==> config.mk <==
export PLATFORM = sky130hd
export DESIGN_NAME = rate_divider
export DESIGN_NICKNAME = d
export VERILOG_FILES = /design/src/rtl/clkdiv_pkg.sv /design/src/rtl/strobe_sync.sv /design/src/rtl/div_counter.sv /design/src/rtl/div_outstage.sv /design/src/rtl/rate_divider.sv
export SDC_FILE = /design/constraint.sdc
export NUM_CORES = 1
export LEC_CHECK = 0
export BUFFER_PORTS_ARGS = -buffer_cell sky130_fd_sc_hd__buf_4
export CAP_MARGIN = 30
export CORE_MARGIN = 2
export CORE_UTILIZATION = 25
export DETAILED_ROUTE_END_ITERATION = 8
export PLACE_DENSITY_LB_ADDON = 0.08
export SLEW_MARGIN = 20
export SYNTH_ARGS = -nofsm -noshare
export SYNTH_HDL_FRONTEND = slang
export SYNTH_SLANG_ARGS = --single-unit
==> constraint.sdc <==
create_clock -name clk -period 2.4 [get_ports clk]
set_clock_uncertainty 0.2 [all_clocks]
set_input_delay 0.36 -clock clk [delete_from_list [all_inputs] [get_ports clk]]
set_output_delay 0.36 -clock clk [all_outputs]
set_load 0.03 [all_outputs]
==> src/rtl/clkdiv_pkg.sv <==
package clkdiv_pkg;

   // log2 of the divide ratio for a given select code
   function automatic int unsigned ratio_log(input int unsigned code,
                                             input int unsigned min_log);
      return code + min_log;
   endfunction

   // last count value of a period for a given select code
   function automatic int unsigned last_count(input int unsigned code,
                                              input int unsigned min_log);
      return (32'd1 << ratio_log(code, min_log)) - 32'd1;
   endfunction

   typedef struct packed {
      logic wrap;
      logic restart;
   } cnt_evt_t;

endpackage

==> src/rtl/strobe_sync.sv <==
module strobe_sync #(
   parameter int unsigned STAGES = 2
) (
   input  logic clk,
   input  logic rst,
   input  logic strobe_in,
   output logic rise_o
);

   if (STAGES < 2) begin : g_bad_stages
      $error("strobe_sync: STAGES must be at least 2");
   end

   // chain[0..STAGES-1] synchronize, chain[STAGES] holds the previous level
   logic [STAGES:0] chain;

   always_ff @(posedge clk) begin
      if (rst) chain[0] <= 1'b0;
      else     chain[0] <= strobe_in;
   end

   for (genvar s = 1; s <= STAGES; s++) begin : g_stage
      always_ff @(posedge clk) begin
         if (rst) chain[s] <= 1'b0;
         else     chain[s] <= chain[s-1];
      end
   end

   assign rise_o = chain[STAGES-1] & ~chain[STAGES];

endmodule

==> src/rtl/div_counter.sv <==
module div_counter
   import clkdiv_pkg::*;
#(
   parameter int unsigned SEL_W   = 2,
   parameter int unsigned MIN_LOG = 1,
   localparam int unsigned CODES  = 1 << SEL_W,
   localparam int unsigned CNT_W  = CODES - 1 + MIN_LOG
) (
   input  logic             clk,
   input  logic             rst,
   input  logic             restart,
   input  logic [SEL_W-1:0] sel_in,
   output logic [CNT_W-1:0] cnt_o,
   output logic [SEL_W-1:0] act_o
);

   logic [CNT_W-1:0] term_tab [CODES];

   for (genvar c = 0; c < CODES; c++) begin : g_term
      localparam int unsigned TV = last_count(c, MIN_LOG);
      assign term_tab[c] = TV[CNT_W-1:0];
   end

   logic [CNT_W-1:0] cnt_q;
   logic [SEL_W-1:0] act_q;
   cnt_evt_t         evt;

   assign evt.restart = restart;
   assign evt.wrap    = (cnt_q == term_tab[act_q]);

   always_ff @(posedge clk) begin
      if (rst) begin
         // park on the last count so outputs stay low until release
         act_q <= sel_in;
         cnt_q <= term_tab[sel_in];
      end else if (evt.restart || evt.wrap) begin
         act_q <= sel_in;
         cnt_q <= '0;
      end else begin
         cnt_q <= cnt_q + 1'b1;
      end
   end

   assign cnt_o = cnt_q;
   assign act_o = act_q;

endmodule

==> src/rtl/div_outstage.sv <==
module div_outstage #(
   parameter int unsigned SEL_W   = 2,
   parameter int unsigned MIN_LOG = 1,
   localparam int unsigned CODES  = 1 << SEL_W,
   localparam int unsigned CNT_W  = CODES - 1 + MIN_LOG
) (
   input  logic [CNT_W-1:0] cnt_i,
   input  logic [SEL_W-1:0] act_i,
   output logic             en_o,
   output logic             lvl_o
);

   // high half: the bit worth half the ratio is still clear
   logic [CODES-1:0] hi_vec;

   for (genvar c = 0; c < CODES; c++) begin : g_half
      assign hi_vec[c] = ~cnt_i[c + MIN_LOG - 1];
   end

   assign lvl_o = hi_vec[act_i];
   assign en_o  = (cnt_i == '0);

endmodule

==> src/rtl/rate_divider.sv <==
module rate_divider #(
   parameter int unsigned SEL_W       = 2,
   parameter int unsigned MIN_LOG     = 1,
   parameter int unsigned SYNC_STAGES = 2,
   localparam int unsigned CODES      = 1 << SEL_W,
   localparam int unsigned CNT_W      = CODES - 1 + MIN_LOG
) (
   input  logic             clk,
   input  logic             rst,
   input  logic [SEL_W-1:0] ratio_sel,
   input  logic             sync_en,
   input  logic             phase_strobe,
   output logic             div_en,
   output logic             div_clk
);

   if (MIN_LOG < 1) begin : g_bad_minlog
      $error("rate_divider: MIN_LOG must be at least 1 for an even ratio");
   end
   if (SEL_W < 1 || CNT_W > 24) begin : g_bad_sel
      $error("rate_divider: SEL_W out of range");
   end

   logic             strobe_rise;
   logic             restart;
   logic [CNT_W-1:0] cnt;
   logic [SEL_W-1:0] act_sel;

   strobe_sync #(.STAGES(SYNC_STAGES)) u_sync (
      .clk       (clk),
      .rst       (rst),
      .strobe_in (phase_strobe),
      .rise_o    (strobe_rise)
   );

   assign restart = sync_en & strobe_rise;

   div_counter #(.SEL_W(SEL_W), .MIN_LOG(MIN_LOG)) u_cnt (
      .clk     (clk),
      .rst     (rst),
      .restart (restart),
      .sel_in  (ratio_sel),
      .cnt_o   (cnt),
      .act_o   (act_sel)
   );

   div_outstage #(.SEL_W(SEL_W), .MIN_LOG(MIN_LOG)) u_out (
      .cnt_i (cnt),
      .act_i (act_sel),
      .en_o  (div_en),
      .lvl_o (div_clk)
   );

endmodule

# After elaboration in Yosys (flattened, before gate mapping)
# Index checks and enable logic that the tools add are counted.
# classes
add_sub_neg,1
magnitude_cmp,3
eq_ne,1
mux,12
n_bitwise,9
n_reduce_logical,3
# op_table
op,count
$mux W4,6
$bmux W4 S2,2
$ge A3 B3 Y1 const B,2
$not A2 Y3,2
$not A1 Y1,5
$add A4 B1 Y4 const B,1
$eq A4 B4 Y1,1
$logic_not A4 Y1,1
$mux W2,2
$lt A2 B3 Y1 const B,1
$and A1 B1 Y1,2
$bmux W1 S2,1
$reduce_bool A2 Y1,1
$logic_or A1 B1 Y1,1
$mux W1,1
# word_totals
reg_bits,9
in_bits,6

# Longest topological paths before layout
# depth
ltp_word,8
ltp_mapped,4
depth_no_buf,4

# Cells and area by module
# From an unflattened synthesis, not the netlist that was laid out.
# unflattened
hier_cells,39
area_unflattened_um2,424.2
# by_module_without_submodules
module,n_inst,cells_each,area_per_inst_um2,seq_area_each_um2
div_counter,1,28,297.8,140.1
strobe_sync,1,7,87.6,60.1
div_outstage,1,3,32.5,0.0
rate_divider,1,1,6.3,0.0

# Worst setup path before layout
# No wires, ideal clock.
# synth_timing
kind,flip-flop to output port
from,"register u_cnt.cnt_q[0], in the netlist u_cnt.cnt_o[0]"
to,output div_en
t_arrival_ns,1.269
required_time_ns,1.840
setup_slack_ns,0.571
path_stages_with_launch,4
path_buffers,0
cell_sequence,dfxtp_1 inv_1 ha_1 nor3b_1
# synth_between
elab_chain_len,1
# synth_lines
element,line,rtl
"start, declared",div_counter.sv:24,logic [CNT_W-1:0] cnt_q;
"start signal, assigned",div_counter.sv:35,cnt_q <= term_tab[sel_in];
"start signal, assigned",div_counter.sv:40,cnt_q <= cnt_q + 1'b1;
$logic_not A4 Y1,div_outstage.sv:21,assign en_o = (cnt_i == '0);
"end, declared",rate_divider.sv:13,"output logic div_en,"
# No other way between the ends.

# Final worst setup path
# layout_timing
from,"register u_cnt.act_q[1], in the netlist u_cnt.act_o[1]"
to,output div_clk
# layout_between
elab_chain_len,2
# layout_lines
element,line,rtl
"start, declared",div_counter.sv:25,logic [SEL_W-1:0] act_q;
"start signal, assigned",div_counter.sv:34,act_q <= sel_in;
"start signal, assigned",div_counter.sv:37,act_q <= sel_in;
$bmux W1 S2,div_outstage.sv:20,assign lvl_o = hi_vec[act_i];
$mux W1 (implied by the code),div_outstage.sv:20,
"end, declared",rate_divider.sv:14,output logic div_clk
# No other way between the ends. The select of a mux whose other input is x is not followed.

==> summary.md <==
| Metric | Value |
|---|---|
| Initial Util | 0.275 |
| Startpoint of the worst setup timing path | u_cnt.act_o[1] |
| Worst EP required | 1.84 ns |
| Final HPWL DP | approximately 580 um |
| Final Cycle Share | 0.825 |
| LEAKAGE | about 0.23 nW |
| Wire length of the first global-routing pass | 1100 um |
| Worst hold margin | roughly 0.11 ns |
| Clock transition time at the flip-flop clock pins of the worst setup and hold paths | 0.06 ns |
| H-tree levels | 1 |
| Cell family with most CP delay | multiplexers |
| Maximum number of pins on one net before global-route repair | 9 |
| Number of warning messages in the yosys log | 0 |
| Maximum fanout along the worst path | 3 |
| Fin. max-slew vios | 0 |
| Drt wl/cell | ~12 um |
| Final core utilization | 0.339 |
| GRT Util Overall | 0.0779 |
| Highest-count cells in the layout ignoring fill and taps | sky130_fd_sc_hd__buf_4, sky130_fd_sc_hd__dfxtp_1, sky130_fd_sc_hd__inv_1 |
| Crit path arrival time | around 1.4 ns |
| Routability congestion estimate from global placement | 0.749 |
| Final hold violation count | 0 |
| Buffers inserted during post-CTS setup optimization | 0 |
| Critical path, cell by cell | mux4_1, inv_1, buf_4 |
| Standard-cell row count | 14 |
| Clock tree from TritonCTS | built |
| Post-detailed-placement cell area | approximately 500 um^2 |
| Number of inserted diodes | 0 |
| Highest-delay cell along the critical path | sky130_fd_sc_hd__mux4_1 |
| Cell area after technology mapping | about 430 um^2 |
| # hold bufs at CTS | 0 |
| Origin of the critical flop-to-flop path | u_cnt.act_o[0] |
| Cell area after layout | between 500 and 600 um^2 |
| Via total after detailed routing | 318 |
| Chip Width | ~45 um |
| Cell count after placement | 62 |
| Worst Hold Launch | ratio_sel[0] |
| Type of the worst setup path | reg -> out |
| Actual transition at the worst max-transition pin | roughly 0.30 ns |
| Count of antenna-violating nets left after detailed routing | 0 |
| Setup TNS Final | 0 ns |
| Status | finished clean |
| Sequential fraction of the synthesis area | 0.466 |
| Post-route DRC violation count | 0 |
| Die area | 0.00206 mm^2 |
| Number of clock sinks | 9 |
| Nets | 59 |
| Maximum operating frequency | 0.505 GHz |
| Post-cts repair resize count | 0 |
| Setup repair after global routing missed its margin | false |
| Element type at the critical path end | output port |
| IR drop worst, VDD | around 210 uV |
| Number of global-route vias before repair | roughly 260 |
| Mapped Nets | 47 |
| Total of endpoints with negative setup slack in the final report | 0 |
| Startpoint class of the critical path | flop |
| Master cell of the clock root buffer | sky130_fd_sc_hd__clkbuf_4 |
| Gr ovfl total | 0 |
| Max-Slew Margin vs Limit | 0.797 |
| Worst path max stage delay | approximately 0.56 ns |
| Port Buffer Count | 7 |
| Antenna violations before repair | 0 |
| Register bit count reported by yosys | 9 |
| Area growth from synthesis to final layout | 23.0% |
| Post-Route WL | about 770 um |
| Number of detailed-routing iterations run before antenna repair | 4 |
| Minimum period implied by the final worst setup slack | just under 2 ns |
| Share of cells above drive strength 1 | 0.300 |
| P per Cell Area | 734 mW/mm^2 |
| Fin cells | 66 |
| Latest clock arrival within the worst-skew pair | ~0.25 ns |
| CTS buffer count | 3 |
| Initial DRC count | 3 |
| Type of the most critical hold path | in -> reg |
| Core footprint | approximately 0.0016 mm^2 |
| Max-cap violation count | 0 |
| Avg Inst Size Synth | about 11 um^2 |
| Total I/O pin count | 8 |
| Distinct cell type count of the synthesized netlist | 19 |
| Vias per cell | around 4.8 |
| Cells after Synth | 39 |
| Number of buffer and inverter stages on the critical path | 2 |
| Overall die height | 45.4 um |
| Maximum clock insertion buffer count | 2 |
[layout make-up]
class / count / area, um^2
multi-input combinational: 26 / 214
sequential: 9 / 200
fill: 168 / 1030
clock buffer: 4 / 26.3
timing repair buffer: 7 / 52.6
tap: 16 / 20.0
inverter: 4 / 15.0
[where the power goes]
group | internal (mW) | switching [mW]
clock network | 0.0638 | 0.0488
registers | 0.171 | 0.0206
logic | 0.0413 | 0.0422
total | 0.276 | 0.112
[synth_stat cells]
cell | number | area [um^2]
sky130_fd_sc_hd__nor4_1 | 1 | 6.26
sky130_fd_sc_hd__inv_1 | 4 | 15.0
sky130_fd_sc_hd__a2111oi_2 | 1 | 15.0
sky130_fd_sc_hd__o21ai_2 | 3 | 26.3
sky130_fd_sc_hd__edfxtp_1 | 2 | 60.1
sky130_fd_sc_hd__o21bai_1 | 1 | 7.51
sky130_fd_sc_hd__or3b_1 | 1 | 8.76
sky130_fd_sc_hd__xor2_1 | 2 | 17.5
sky130_fd_sc_hd__nand3_1 | 3 | 15.0
sky130_fd_sc_hd__o21ai_0 | 1 | 5.00
sky130_fd_sc_hd__nor3b_1 | 1 | 7.51
sky130_fd_sc_hd__mux4_1 | 1 | 26.3
sky130_fd_sc_hd__nand2_1 | 3 | 11.3
sky130_fd_sc_hd__nor2_1 | 1 | 3.75
sky130_fd_sc_hd__xnor2_1 | 1 | 8.76
sky130_fd_sc_hd__nor2b_1 | 3 | 18.8
sky130_fd_sc_hd__dfxtp_1 | 7 | 140
sky130_fd_sc_hd__or4_4 | 1 | 11.3
sky130_fd_sc_hd__ha_1 | 2 | 25.0
[sequential cells by signal (all words and copies together) (netlist names)]
register      count
u_cnt.act_o       2
u_sync.chain      3
u_cnt.cnt_o       4
[metrics by stage]
stage	total power, mW	setup slack (ns)
after floorplan	0.250	0.571
after detailed placement	0.279	0.534
final	0.388	0.419
after CTS	0.392	0.402
after global placement	0.281	0.544
after global routing	0.410	0.362
[cells by family after synthesis]
| family | after synthesis | synth area share |
|---|---|---|
| and+or+nand+nor | 14 | 0.192 |
| DFF | 9 | 0.466 |
| AOI/OAI and AO/OA | 6 | 0.125 |
| buffers and inverters | 4 | 0.0350 |
| xor gates and xnor gates | 3 | 0.0612 |
| adders and majority gates | 2 | 0.0583 |
| muxes | 1 | 0.0612 |
[worst reg2reg max path: cells and delay by family (launching register included)]
family | cells | cell delay [ns]
AND/OR/NAND/NOR | 2 | 0.64
flip-flops | 1 | 0.43
AO/OA/AOI/OAI | 1 | 0.30
[worst paths after layout]
kind	to	slack, ns	depth (start not counted)
setup / recovery	div_clk	0.42	3
hold / removal	u_cnt.act_o[0]	0.11	1
setup reg to reg	u_cnt.act_o[1]	0.54	3
hold reg to reg	u_sync.chain[1]	0.26	1
[layer usage]
layer | GRT usage | vias up | part of all wire
met5 | 0 | - | 0
met3 | 0.0357 | 0 | 0.040
met4 | 0.0353 | 0 | 0
met1 | 0.0983 | 149 | 0.47
met2 | 0.113 | 9 | 0.49
li1 | - | 160 | -
Power figures use the tool's default switching activity.
